## config.mk

```make
export PLATFORM = sky130hd
export DESIGN_NAME = bat_lookup
export DESIGN_NICKNAME = d
export VERILOG_FILES = /design/src/rtl/bat_pkg.sv /design/src/rtl/bat_regfile.sv /design/src/rtl/bat_pair_match.sv /design/src/rtl/bat_prio_pick.sv /design/src/rtl/bat_lookup.sv
export SDC_FILE = /design/constraint.sdc
export NUM_CORES = 1
export LEC_CHECK = 0
export ABC_AREA = 1
export BUFFER_PORTS_ARGS = -buffer_cell sky130_fd_sc_hd__buf_4
export CORE_MARGIN = 5
export CORE_UTILIZATION = 61
export DETAILED_ROUTE_END_ITERATION = 8
export MAX_ROUTING_LAYER = met4
export PLACE_DENSITY = 0.8
export SYNTH_ARGS = -nofsm -noshare
export SYNTH_HDL_FRONTEND = slang
export SYNTH_SLANG_ARGS = --single-unit
```

## constraint.sdc

```tcl
create_clock -name clk -period 4.7 [get_ports clk]
set_input_delay 0.47 -clock clk [delete_from_list [all_inputs] [get_ports clk]]
set_output_delay 0.47 -clock clk [all_outputs]
set_load 0.005 [all_outputs]
```

## src/rtl/bat_pkg.sv

```systemverilog
package bat_pkg;

    localparam int ADDR_W   = 32;
    localparam int OFS_BITS = 17;   // minimum block: 128 KB
    localparam int BLEN_W   = 11;

    typedef struct packed {
        logic [ADDR_W-OFS_BITS-1:0] blk_idx;   // [31:17]
        logic [3:0]                 rsvd;      // [16:13]
        logic [BLEN_W-1:0]          blen;      // [12:2]
        logic                       sup_ok;    // [1]
        logic                       usr_ok;    // [0]
    } bat_upper_t;

    typedef struct packed {
        logic [ADDR_W-OFS_BITS-1:0] phys_blk;  // [31:17]
        logic [14:0]                rsvd;      // [16:2]
        logic [1:0]                 prot;      // [1:0]
    } bat_lower_t;

    typedef enum logic [1:0] {
        ACC_NONE = 2'b00,
        ACC_RO   = 2'b01,
        ACC_RW   = 2'b10
    } acc_e;

    typedef struct packed {
        logic              hit;
        logic [ADDR_W-1:0] pa;
        acc_e              acc;
    } bat_rsp_t;

    // Pass-through mask built from the block-length field.
    function automatic logic [ADDR_W-1:0] offset_mask(input logic [BLEN_W-1:0] blen);
        return {{(ADDR_W-OFS_BITS-BLEN_W){1'b0}}, blen, {OFS_BITS{1'b1}}};
    endfunction

    // Protection code to access grant for this request.
    function automatic acc_e decode_prot(input logic [1:0] prot, input logic is_write);
        case (prot)
            2'b00:   return ACC_NONE;
            2'b01,
            2'b11:   return is_write ? ACC_NONE : ACC_RO;
            default: return ACC_RW;
        endcase
    endfunction

endpackage

```

## src/rtl/bat_regfile.sv

```systemverilog
module bat_regfile
    import bat_pkg::*;
#(
    parameter int NUM_PAIRS = 8,
    localparam int NWORDS   = 2 * NUM_PAIRS,
    localparam int IDX_W    = $clog2(NWORDS)
) (
    input  logic              clk,
    input  logic              rst,
    input  logic              we,
    input  logic [IDX_W-1:0]  idx,
    input  logic [ADDR_W-1:0] wdata,
    output bat_upper_t        upper_o [NUM_PAIRS],
    output bat_lower_t        lower_o [NUM_PAIRS]
);

    logic [ADDR_W-1:0] words [NWORDS];

    always_ff @(posedge clk) begin
        if (rst) begin
            for (int k = 0; k < NWORDS; k++) words[k] <= '0;
        end else if (we) begin
            words[idx] <= wdata;
        end
    end

    for (genvar p = 0; p < NUM_PAIRS; p++) begin : g_pair
        assign upper_o[p] = bat_upper_t'(words[2*p]);
        assign lower_o[p] = bat_lower_t'(words[2*p+1]);
    end

    // a write is visible in the following cycle
    a_r10_write_lands: assert property (@(posedge clk) disable iff (rst)
        we |=> (words[$past(idx)] == $past(wdata)));

endmodule

```

## src/rtl/bat_pair_match.sv

```systemverilog
module bat_pair_match
    import bat_pkg::*;
(
    input  bat_upper_t        upper_i,
    input  bat_lower_t        lower_i,
    input  logic [ADDR_W-1:0] ea_i,
    input  logic              user_i,
    output logic              hit_o,
    output logic [ADDR_W-1:0] pa_o,
    output logic [1:0]        prot_o
);

    logic [ADDR_W-1:0] mask;
    logic [ADDR_W-1:0] blk_base;
    logic [ADDR_W-1:0] phys_base;
    logic              priv_ok;
    logic              unused_bits;

    assign unused_bits = ^{upper_i.rsvd, lower_i.rsvd};

    always_comb begin
        mask      = offset_mask(upper_i.blen);
        blk_base  = {upper_i.blk_idx, {OFS_BITS{1'b0}}};
        phys_base = {lower_i.phys_blk, {OFS_BITS{1'b0}}};
        priv_ok   = user_i ? upper_i.usr_ok : upper_i.sup_ok;
        hit_o     = priv_ok && (((ea_i ^ blk_base) & ~mask) == '0);
        pa_o      = (ea_i & mask) | (phys_base & ~mask);
        prot_o    = lower_i.prot;
    end

endmodule

```

## src/rtl/bat_prio_pick.sv

```systemverilog
module bat_prio_pick #(
    parameter int N   = 4,
    localparam int SEL_W = (N > 1) ? $clog2(N) : 1
) (
    input  logic [N-1:0]     hits_i,
    output logic             any_o,
    output logic [SEL_W-1:0] sel_o
);

    always_comb begin
        any_o = |hits_i;
        sel_o = '0;
        for (int k = N - 1; k >= 0; k--) begin
            if (hits_i[k]) sel_o = SEL_W'(k);
        end
    end

endmodule

```

## src/rtl/bat_lookup.sv

```systemverilog
module bat_lookup
    import bat_pkg::*;
#(
    parameter int NUM_PAIRS = 8,
    localparam int HALF     = NUM_PAIRS / 2,
    localparam int IDX_W    = $clog2(2 * NUM_PAIRS),
    localparam int PAIR_W   = $clog2(NUM_PAIRS),
    localparam int SEL_W    = (HALF > 1) ? $clog2(HALF) : 1
) (
    input  logic              clk,
    input  logic              rst,
    input  logic              cfg_we,
    input  logic [IDX_W-1:0]  cfg_idx,
    input  logic [31:0]       cfg_wdata,
    input  logic              req_valid,
    input  logic [31:0]       req_ea,
    input  logic              req_instr,
    input  logic              req_user,
    input  logic              req_write,
    output logic              rsp_valid,
    output logic              rsp_hit,
    output logic [31:0]       rsp_pa,
    output logic [1:0]        rsp_access
);

    bat_upper_t        upper [NUM_PAIRS];
    bat_lower_t        lower [NUM_PAIRS];
    logic [NUM_PAIRS-1:0] pair_hit;
    logic [ADDR_W-1:0] pair_pa   [NUM_PAIRS];
    logic [1:0]        pair_prot [NUM_PAIRS];

    logic [HALF-1:0]   half_hits;
    logic              lk_hit;
    logic [SEL_W-1:0]  sel_idx;
    logic [PAIR_W-1:0] lk_pair;
    logic [HALF-1:0]   below_mask;
    bat_rsp_t          lk_rsp;
    bat_rsp_t          rsp_q;
    logic              valid_q;

    bat_regfile #(.NUM_PAIRS(NUM_PAIRS)) regs_i (
        .clk     (clk),
        .rst     (rst),
        .we      (cfg_we),
        .idx     (cfg_idx),
        .wdata   (cfg_wdata),
        .upper_o (upper),
        .lower_o (lower)
    );

    for (genvar p = 0; p < NUM_PAIRS; p++) begin : g_match
        bat_pair_match match_i (
            .upper_i (upper[p]),
            .lower_i (lower[p]),
            .ea_i    (req_ea),
            .user_i  (req_user),
            .hit_o   (pair_hit[p]),
            .pa_o    (pair_pa[p]),
            .prot_o  (pair_prot[p])
        );
    end

    // Instruction side owns the low half, data side the high half.
    assign half_hits = req_instr ? pair_hit[HALF-1:0] : pair_hit[NUM_PAIRS-1:HALF];

    bat_prio_pick #(.N(HALF)) pick_i (
        .hits_i (half_hits),
        .any_o  (lk_hit),
        .sel_o  (sel_idx)
    );

    assign lk_pair    = PAIR_W'(sel_idx) + (req_instr ? PAIR_W'(0) : PAIR_W'(HALF));
    assign below_mask = ~({HALF{1'b1}} << sel_idx);

    always_comb begin
        lk_rsp = '{hit: 1'b0, pa: '0, acc: ACC_NONE};
        if (lk_hit) begin
            lk_rsp.hit = 1'b1;
            lk_rsp.pa  = pair_pa[lk_pair];
            lk_rsp.acc = decode_prot(pair_prot[lk_pair], req_write);
        end
    end

    always_ff @(posedge clk) begin
        if (rst) begin
            valid_q <= 1'b0;
            rsp_q   <= '{hit: 1'b0, pa: '0, acc: ACC_NONE};
        end else begin
            valid_q <= req_valid;
            rsp_q   <= req_valid ? lk_rsp : '{hit: 1'b0, pa: '0, acc: ACC_NONE};
        end
    end

    assign rsp_valid  = valid_q;
    assign rsp_hit    = rsp_q.hit;
    assign rsp_pa     = rsp_q.pa;
    assign rsp_access = rsp_q.acc;

    // winning pair lies in the half that matches the access kind
    a_r2_half_select: assert property (@(posedge clk) disable iff (rst)
        (req_valid && lk_hit) |->
            (pair_hit[lk_pair] &&
             (req_instr ? (lk_pair < PAIR_W'(HALF)) : (lk_pair >= PAIR_W'(HALF)))));

    // no lower-numbered pair in the searched half also hit
    a_r7_lowest_wins: assert property (@(posedge clk) disable iff (rst)
        (req_valid && lk_hit) |-> ((half_hits & below_mask) == '0));

    // response valid follows request valid by one cycle
    a_r9_rsp_follows: assert property (@(posedge clk) disable iff (rst)
        req_valid |=> rsp_valid);
    a_r9_idle_quiet: assert property (@(posedge clk) disable iff (rst)
        !req_valid |=> (!rsp_valid && !rsp_hit && rsp_pa == '0 && rsp_access == 2'b00));

    // a miss carries no address and no access
    a_r8_miss_clean: assert property (@(posedge clk) disable iff (rst)
        (rsp_valid && !rsp_hit) |-> (rsp_access == 2'b00 && rsp_pa == '0));

    // a write never receives a read-only grant
    a_r6_write_not_ro: assert property (@(posedge clk) disable iff (rst)
        (rsp_valid && $past(req_write)) |-> (rsp_access != 2'b01));

endmodule

```

Yosys cells after proc, flatten, opt, wreduce, memory -nomap -nowiden --
Memory sizes are Yosys's and may differ from the RTL's. Index checks and enable logic that the tools add are counted.
Word-level totals: flip-flop bits (word level) 36, latch bits 0, RAM bits 512, memory bits (read-only) 0, input port bits 75, output and inout bits 36, logic and storage cells 113, memories 1
Cells by class: add/subtract/negate cells 1, $mul 0, div/mod/pow operators 0, magnitude comparators 1, eq/ne operators 2, shift-type cells 0, mux-type cells 31, bitwise operators 51, reduce and logical (&&, ||, !) cells 22
Memories:
- regs_i.words | depth 16, bits a word 32, rd ports 16, clocked after memory_dff 0, write ports 16, line bat_regfile.sv:17 | logic [ADDR_W-1:0] words [NWORDS];
Operators by type and width (number):
- 32-bit bitwise AND | 16
- 32-bit by 28-bit bitwise AND with 32-bit output | 8
- 32-bit zero test | 8
- 28-bit inverter with 32-bit output | 8
- 32-bit bitwise OR | 8
- 32-bit bitwise XOR | 8
- 32-bit binary-select mux with 3-bit select | 1
- 32-bit 2-to-1 mux | 3
- 35-bit 2-to-1 mux | 1
- 32-bit OR reduction | 1
- 1-bit 2-to-1 mux | 15
- 2-bit 2-to-1 mux | 6
- 1-bit logical AND | 8
- 4-bit 2-to-1 mux | 2
- 2-bit binary-select mux with 3-bit select | 1
- 4-bit greater-or-equal comparator, second input constant | 1
- 3-bit inverter with 4-bit output | 1
- 2-bit one-hot mux with 2 select lines | 1
- 2-bit OR reduction | 2
- 4-bit OR reduction | 1
- 2-bit by 3-bit adder with 3-bit output | 1
- 3-bit 2-to-1 mux | 1
- 3-bit OR reduction | 1
- 2-bit by 1-bit equality test with 1-bit output, second input constant | 1
- other kinds (3) | 4

Longest topological paths before layout --
Gate-level depths: netlist (run 1). An unclocked memory read counts as a cell.
word-level depth 19, depth in mapped cells 20, depth with buffers taken out 18

Modules after synthesis --
Synthesis (run 1) repeated with hierarchy kept, for this count alone.
Unflattened totals: cells, all modules 3015, area, all modules 26852.0 um2
Modules (own cells, without submodules):
- bat_regfile | times used 1, cells each 1187, area each 17946.0 um2, seq. area each 15374.7 um2
- bat_pair_match | times used 8, cells each 140, area each 661.9 um2, seq. area each 0.0 um2
- bat_lookup | times used 1, cells each 699, area each 3564.7 um2, seq. area each 720.7 um2
- bat_prio_pick | times used 1, cells each 9, area each 46.3 um2, seq. area each 0.0 um2

Worst setup path before layout (run 1) --
Ideal clock, no wire load.
path kind input port to flip-flop, start point input rst, end point memory regs_i.words[10][0], enable pin, setup time 0.385 ns, arrival time 2.145 ns, required time 4.315 ns, slack 2.170 ns, stages 7, buffers on the path 2, path through clkinv_1 > nand2_1 > nor3b_1 > nand2_1 > clkbuf_1 > buf_1 > nand2_1
RTL lines:
- start: declaration | line bat_lookup.sv:11 | input logic rst,
- end: declaration | line bat_regfile.sv:17

==> results of run 1 <==
-- cells by family (layout without fill, tap and decap cells) --
| group | count (synthesis) | in the layout | share of synthesized area (%) |
|---|---|---|---|
| other | 0 | 4 | 0 |
| buffers and inverters | 292 | 412 | 6.757 |
| AOI/OAI and AO/OA | 179 | 179 | 4.972 |
| DFF | 396 | 396 | 60.93 |
| xor gates and xnor gates | 18 | 18 | 0.8331 |
| and+or+nand+nor | 1239 | 1239 | 26.51 |
-- routing by layer --
metal	vias up	share of wire (%)	track usage (%)
met4	0	6.8	19.29
met5	-	0	-
met2	1024	47	54.20
met3	250	12	5.932
met1	7317	35	43.33
li1	7055	-	-
-- power breakdown --
group | total (mW) | switching [mW] | leakage, nW | internal [mW]
registers | 4.10 | 0.0804 | 3.72 | 4.02
clock network | 3.17 | 1.34 | 0.633 | 1.84
logic | 0.705 | 0.500 | 4.79 | 0.204
total | 7.98 | 1.92 | 9.15 | 6.07
-- placed cells by master, fill, tap and decap left out, types with 2 or more instances in the layout --
cell type,n
nor2_1,567
nand2_1,497
edfxtp_1,360
inv_1,178
buf_4,150
o21ai_0,108
nand3_1,95
a21oi_1,45
clkbuf_16,41
dfxtp_1,36
nand3b_1,23
nand4_1,18
o211ai_1,15
xnor2_1,14
clkbuf_1,11
inv_2,9
or2_2,8
o21ai_1,7
clkinv_2,7
nand2_2,5
nor3_1,5
nor2_2,5
diode_2,4
or2_0,4
xor2_1,4
clkbuf_8,4
nor3b_1,3
or2_1,3
clkinv_1,3
bufinv_16,3
o22ai_1,2
and2_1,2
inv_4,2
o21a_1,2
inv_6,2
-- per-stage QoR --
stage	total power, mW	instance area (µm²)
5_1_grt	8.212	21280
3_3_place_gp	4.830	19990
3_5_place_dp	4.859	19990
2_1_floorplan	4.576	18920
6_report	7.982	21290
4_1_cts	7.962	21280
-- registers in the layout, summed over array words and instances (netlist names) --
name,count
regs_i.words,360
rsp_pa,32
rsp_access,2
rsp_hit,1
rsp_valid,1
-- critical path, stage by stage (launching register included) --
cell and delay, ps:
edfxtp_1 430, nor2_1 130, nand2_1 200, nand2_1 190
nor2_1 60, nand2_1 100, nor2_1 60, nor2_1 230
nand2_2 280, nand2_4 480, inv_2 70, buf_4 230
nand2_1 100, nand3_1 70, nand3_1 140, nand2_1 60
nor2_1 340
-- worst min-delay path by stage --
stage | start | slack (ps) | endpoint | depth (start not counted)
floorplan | rst | 560 | rsp_valid | 1
global placement | regs_i.words[11][29] | 610 | rsp_pa[29] | 4
detailed placement | regs_i.words[15][28] | 600 | rsp_pa[28] | 4
CTS | rst | 110 | rsp_valid | 2
global route | rst | 130 | rsp_valid | 2
finish | rst | 120 | rsp_valid | 2
-- layout make-up --
class                      instances  area (µm²)
tap                              396       495.5
clock inverter                    16       166.4
clock buffer                      56        1122
timing repair buffer             150        1126
antenna                            4       10.01
inverter                         190       718.2
fill                            2296        9303
sequential                       396       11530
multi-input combinational       1436        6117
==> run metrics, run 1 <==
Setup WS post-layout 1351 ps; worst slack, placed 987.0 ps; Seq/Total Area, Yosys 60.93%; number of global-route vias before repair 14870; Tot GR Track Use 34.65%; # placed instances 2568; drt pass-1 iters 6; post-CTS setup buffer count 0; YS warnings 0; crit path from regs_i.words[10][6]; reg-to-reg startpoint regs_i.words[10][6]; clock sink count 396; relative slew slack 24.80%; part of the cycle the worst path needs 71.25%; I/O pin total 111; final setup violation count 0; Core ar. 0.03059 mm²; share of post-route cells with drive strength above 1 10.74%; Vias/cell 5.918; Initial Util 61.87%; Final Skew 20.92 ps; CP Capture Point rsp_pa[25]; unrepaired setup endpoints after global routing no; # nets final 2290; Syn Area/Cell 8.910 µm²; CTS max path bufs 3; Slew Viols, Final 0; register bit total from synthesis 396; CP max FO 38; most instantiated cells after synthesis nor2_1 (568), nand2_1 (497), edfxtp_1 (360); first-pass GRT wire length 85610 µm; Final min period 3349 ps; remaining antenna violation count 0; setup TNS 0 ps; DR iter-0 viols 2116; TritonCTS clock tree done; top-count cell post-synth nor2_1; via count 15650; asr flop ratio synth 0%; final hold vios 0; f_max 298.6 MHz; max cap viols 0; worst reg2reg path depth 16; cts repair resizes 0; P per Cell Area 375.0 mW/mm²; CP Class reg -> reg; WL final 58260 µm; CP required 5090 ps; crit start category register; Synth cell types 37; total gr overflow 0; synth-to-layout area growth 12.48%; Hold WS 118.1 ps; Mapped Nets 2199; Synth Flop Type edfxtp_1; CP endpoint kind register; Worst EP arrival 3740 ps; outcome completed; non-filler cells, final 2644; number of flops mapped to enable cells by yosys 360; Mapped Area 0.01892 mm²; static leakage 9.151 nW; flop-to-flop setup slack 1350 ps; CTS Buf Count 41; Root Buffer clkbuf_16; hold_buf cts 0; worst IR drop on VDD 0.3129 mV; final estimated routing congestion in global placement 0.9952; Area contributors post-synth edfxtp_1 (57%), nor2_1 (11%), nand2_1 (9.9%); top cell type by total area after synthesis edfxtp_1; post-layout util 69.59%; initial antenna violation count 3; clk_lat worst skew 550 ps; Reg clk slew, reported paths 60 ps; DRC Markers 0; worst reg2reg endpoint rsp_pa[25]; worst hold-check path type in -> reg; chip width 186.1 µm; hpwl dp 39230 µm; # rows 64; Mapped Cells 2124; H-tree levels 2; top cell type's share of synthesized area 57.12%; die footprint 0.03465 mm²; WL per Instance 22.03 µm; Worst-Margin Slew 1125 ps; pin count of the biggest net entering global routing 39; height of the die 186.1 µm; IO buf count 106
No activity file was read; power rests on OpenSTA's default activity.
==> run 2, diff against run 1 <==
Settings changed: CORE_UTILIZATION 61 to 55, PLACE_DENSITY 0.8 to 0.76.
Clock period 4.7 ns to 3 ns, I/O delays scaled along.
==> run 2 against run 1 <==
  * Sequential share of layout area is 1.5 points lower
  * Sequential power is 57% higher
  * Largest power group unchanged
  * Die area is 10% higher
  * First-iteration DRC count is 7.8% lower
  * Combinational power is 67% higher
  * Routed wire length is 6.0% higher
  * Clock-buffer cell count is 3 higher
  * Global-route usage is 1.9 points lower
  * Setup slack worse by 1100 ps
==> run metrics, run 2 (synthesized netlist as in run 1, its figures left out) <==
reg-to-reg startpoint regs_i.words[8][23]; Hold WS 202.6 ps (+84.50 ps); Top reg by flops regs_i.words; remaining antenna violation count 0 (unchanged); P per Cell Area 584.2 mW/mm² (+56%); drt pass-1 iters 6 (unchanged); Hold EP regs_i.words[12][12]; CP Cell Sequence o21ai_0, o21ai_0, nor2_1, nand2_1, nor2_2, nor2_8, nand2_2, inv_2, nand2_2, buf_12, o21ai_0, a21oi_1, nor2_1, nor2_1; static leakage 9.408 nW (+2.8%); f_max 369.6 MHz (+24%); relative slew slack 38.96% (+14 points); worst reg2reg path depth 14 (-2); WL final 61740 µm (+6.0%); Worst EP arrival 3140 ps (-600 ps); part of the cycle the worst path needs 90.18% (+19 points); final hold vios 0 (unchanged); height of the die 195.5 µm (+5.0%); Slew Viols, Final 0 (unchanged); crit start category register; outcome completed; worst reg2reg endpoint rsp_pa[24]; flop-to-flop setup slack 290 ps (-1060 ps); worst IR drop on VDD 0.4650 mV (+49%); CTS max path bufs 3 (unchanged); number of global-route vias before repair 14930 (+0.45%); post-CTS setup buffer count 0 (unchanged); CP Class reg -> reg; ant diodes 0 (-4); CP required 3430 ps (-1660 ps); Tot GR Track Use 32.79% (-1.9 points); Reg clk slew, reported paths 60 ps (about the same); CP max stage cell nor2_1; Core ar. 0.03429 mm² (+12%); unrepaired setup endpoints after global routing no; share of post-route cells with drive strength above 1 11.31% (+0.57 points); most frequent cells in the layout nor2_1 (567), nand2_1 (497), edfxtp_1 (360); Initial Util 55.19% (-6.7 points); Largest register FFs 360 (unchanged); clk_lat worst skew 550 ps (about the same); clock sink count 396 (unchanged); synth-to-layout area growth 15.71%; CP max FO 12 (-68%); # nets final 2331 (+1.8%); die footprint 0.03822 mm² (+10%); Final Skew 14.51 ps (-6.402 ps); setup TNS 0 ps (unchanged); TritonCTS clock tree done; CTS Buf Count 42 (+2.4%); Worst-Margin Slew 914.6 ps (-210.6 ps); Fill cells 2778 (+21%); I/O pin total 111 (unchanged); WL per Instance 22.49 µm (+2.1%); H-tree levels 2 (unchanged); Root Buffer clkbuf_16; non-filler cells, final 2745 (+3.8%); Vias/cell 5.676 (-4.1%); Hold Path Depth 3 (+1); pin count of the biggest net entering global routing 55 (+41%); # rows 68 (+6.3%); CP endpoint kind register; chip width 195.5 µm (+5.0%); # placed instances 2647 (+3.1%); first-pass GRT wire length 90920 µm (+6.2%); initial antenna violation count 1 (-2); crit-path max cell delay 430 ps (-50 ps); Final min period 2706 ps (-643.2 ps); total gr overflow 0 (unchanged); IO buf count 106 (unchanged); final setup violation count 0 (unchanged); hpwl dp 41630 µm (+6.1%); final estimated routing congestion in global placement 0.9956 (about the same); leading cell type in the layout, fill and taps excluded nor2_1; via count 15580 (-0.42%); max cap viols 0 (unchanged); worst hold path startpoint cfg_wdata[12]; DRC Markers 0 (unchanged); DR iter-0 viols 1951 (-7.8%); worst hold-check path type in -> reg
run 2: cell count changes in the layout (fill, tap and decap cells not counted), sizes merged:
cell / previous run / this run
buf: 150 / 170
dlygate4sd3: 0 / 20
clkinv: 11 / 16
diode: 4 / 0
clkbuf: 56 / 59
inv: 191 / 189
run 2: cell type report:
type / instances / area [µm²] / share of cell area, %
flip-flops and latches: 396 / 11530 / 52.66
multi-input cells: 1436 / 6117 / 27.94
repair buffers: 190 / 1602 / 7.314
clock buffers: 59 / 1199 / 5.474
inverters: 190 / 718.2 / 3.280
well taps: 455 / 569.3 / 2.600
clock inverters: 19 / 161.4 / 0.7371
run 2: stage by stage:
step / total power [mW] / utilization, % / cell area (µm²) / setup WS [ps]
floorplan: 7.169 / - / 18920 / 640.0
global placement: 7.635 / 59.31 / 20340 / 300.7
detailed placement: 7.672 / 59.31 / 20340 / 287.2
CTS: 12.78 / 63.86 / 21900 / 398.5
global route: 13.15 / 63.86 / 21900 / 191.3
finish: 12.79 / 63.86 / 21900 / 294.5
run 2: power breakdown:
part,total [mW],internal [mW],switching (mW)
clock network,5.19,3.04,2.14
logic,1.18,0.360,0.817
registers,6.43,6.30,0.129
run 2: how the worst max path moves through the flow:
| stage | cells past startpoint | startpoint | to | slack, ps |
|---|---|---|---|---|
| floorplan | 7 | rst | regs_i.words[10][0] | 640 |
| global placement | 19 | req_ea[22] | rsp_access[1] | 300 |
| detailed placement | 19 | req_ea[22] | rsp_access[1] | 290 |
| CTS | 16 | regs_i.words[8][27] | rsp_pa[26] | 400 |
| global route | 15 | regs_i.words[8][27] | rsp_access[0] | 190 |
| finish | 14 | regs_i.words[8][23] | rsp_pa[24] | 290 |
run 2: metal layers:
metal	vias to the layer above	part of all wire [%]	track usage [%]
li1	7135	-	-
met1	7294	37	43.07
met2	962	47	52.12
met3	189	11	4.676
met4	0	4.8	12.96
met5	-	0	-
run 2: worst max-delay path, delay by kind of cell, from the launching register on:
family	cells	cell delay (ps)
simple gates	8	1410
buf+inv	2	210
compound gates	4	580
flops	1	380
run 2: what timing repair did:
item                       CTS  global route
resized for setup            0             0
setup endpoints to repair    0             0
hold endpoints to repair    19             0
hold buffers                20             0
==> run 3, diff against run 2 <==
Settings changed: PLACE_DENSITY 0.76 to default, PLACE_DENSITY_LB_ADDON from default to 0.25.
==> run 3 against run 2 <==
  * Sequential share of layout area rose by 0.12 points
  * Critical path type unchanged
  * Clock-buffer cell count rose by 4
  * Routed wire length barely moved
  * Total power fell by 1.8%
  * Non-clock buffer count rose by 6
  * First-iteration DRC count fell by 3.2%
  * Largest power group unchanged
  * Register-to-register slack improved by 80 ps
==> run metrics, run 3 (synthesized netlist as in run 1, its figures left out) <==
H-tree levels 2 (unchanged); WL per Instance 22.41 µm (-0.36%); final hold vios 0 (unchanged); final setup violation count 0 (unchanged); Top reg by flops regs_i.words; final estimated routing congestion in global placement 0.9868 (-0.88%); most frequent cells in the layout nor2_1 (567), nand2_1 (497), edfxtp_1 (360); clock sink count 396 (unchanged); worst slack, placed 301.9 ps (+14.74 ps); Hold Path Depth 3 (unchanged); static leakage 9.407 nW (about the same); Largest register FFs 360 (unchanged); Core ar. 0.03429 mm² (unchanged); relative slew slack 40.93% (+2.0 points); total gr overflow 0 (unchanged); most used cell, CP nor2_1; leading cell type in the layout, fill and taps excluded nor2_1; I/O pin total 111 (unchanged); drt pass-1 iters 6 (unchanged); fin area 0.02185 mm² (-0.22%); Post-DP Area 0.02033 mm² (about the same); P per Cell Area 575.0 mW/mm² (-1.6%); height of the die 195.5 µm (unchanged); crit start category register; worst hold-check path type in -> reg; Vias/cell 5.596 (-1.4%); TritonCTS clock tree done; unrepaired setup endpoints after global routing no; DRC Markers 0 (unchanged); max cap viols 0 (unchanged); f_max 380.7 MHz (+3.0%); CP endpoint kind register; chip width 195.5 µm (unchanged); clk_lat worst skew 550 ps (about the same); # nets final 2338 (+0.30%); Worst EP arrival 3100 ps (-40 ps); worst reg2reg path depth 15 (+1); die footprint 0.03822 mm² (unchanged); Slew Viols, Final 0 (unchanged); initial antenna violation count 1 (unchanged); Hold WS 12.05 ps (-190.5 ps); IO buf count 106 (unchanged); pin count of the biggest net entering global routing 42 (-24%); cts repair resizes 0 (unchanged); part of the cycle the worst path needs 87.55% (-2.6 points); synth-to-layout area growth 15.45%; Setup WS post-layout 373.5 ps (+79.06 ps); hold_buf cts 19 (-5.0%); share of post-route cells with drive strength above 1 11.75% (+0.44 points); via count 15410 (-1.1%); Final Skew 15.12 ps (+0.6052 ps); worst IR drop on VDD 0.4461 mV (-4.1%); post-CTS setup buffer count 0 (unchanged); setup TNS 0 ps (unchanged); remaining antenna violation count 0 (unchanged); first-pass GRT wire length 90880 µm (about the same); Initial Util 55.19% (unchanged); Tot GR Track Use 32.93% (+0.13 points); post-layout util 63.72% (-0.14 points); outcome completed; Reg clk slew, reported paths 60 ps (about the same); hpwl dp 41450 µm (-0.45%); CP max FO 14 (+2); CP Class reg -> reg; Worst-Margin Slew 885.1 ps (-29.50 ps); CP max stage cell edfxtp_1; crit-path max cell delay 380 ps (-50 ps); CTS max path bufs 3 (unchanged); Final min period 2626 ps (-79.06 ps); WL final 61700 µm (about the same); DR iter-0 viols 1888 (-3.2%); Root Buffer clkbuf_16; number of global-route vias before repair 14870 (-0.42%); # rows 68 (unchanged); CP Cell Sequence o21ai_0, o21ai_0, nor2_1, nand2_1, nor2_2, nor2_8, nand2_2, inv_2, nand2_2, buf_4, nand2_1, a21oi_1, nor2_1, nor2_1, buf_4; CP required 3480 ps (+50 ps); CTS Buf Count 43 (+2.4%)
-- run 3: routing by layer --
layer	up-vias	routed length, µm	track usage [%]	part of all wire [%]
met2	856	28640	51.78	46
met1	7224	23200	43.10	38
li1	7148	-	-	-
met4	0	3289	14.25	5.3
met5	-	0	-	0
met3	178	6568	4.831	11
-- run 3: worst max-delay path, delay by kind of cell, from the launching register on --
| family | cells | cell delay (ps) |
|---|---|---|
| buf+inv | 3 | 470 |
| compound gates | 3 | 680 |
| simple gates | 9 | 1010 |
| flops | 1 | 380 |
-- run 3: area by class of cell --
| cell class | count | area, µm² |
|---|---|---|
| clock buffers | 63 | 1241 |
| clock inverters | 16 | 87.58 |
| fillers | 2778 | 12440 |
| inverters | 190 | 718.2 |
| repair buffers | 196 | 1582 |
| multi-input cells | 1436 | 6117 |
| well taps | 455 | 569.3 |
| diodes | 1 | 2.502 |
| flip-flops and latches | 396 | 11530 |
-- run 3: worst paths after layout --
| kind | from | end | slack, ps |
|---|---|---|---|
| worst min-delay path | req_valid | rsp_valid | 10 |
| worst min register to register | regs_i.words[11][30] | rsp_pa[30] | 610 |
| worst max register to register | regs_i.words[8][18] | rsp_pa[25] | 370 |
| worst max-delay path | regs_i.words[8][18] | rsp_pa[25] | 370 |
-- run 3: report_power, final --
group	switching [mW]	internal [mW]	total [mW]
clock network	2.10	2.87	4.97
registers	0.128	6.30	6.43
logic	0.804	0.356	1.16
total	3.03	9.53	12.6
-- run 3: through the flow --
step,power (mW),std cells
floorplan,7.169,2124
global placement,7.626,2654
detailed placement,7.658,2654
CTS,12.58,2752
global route,12.96,2753
finish,12.56,2753
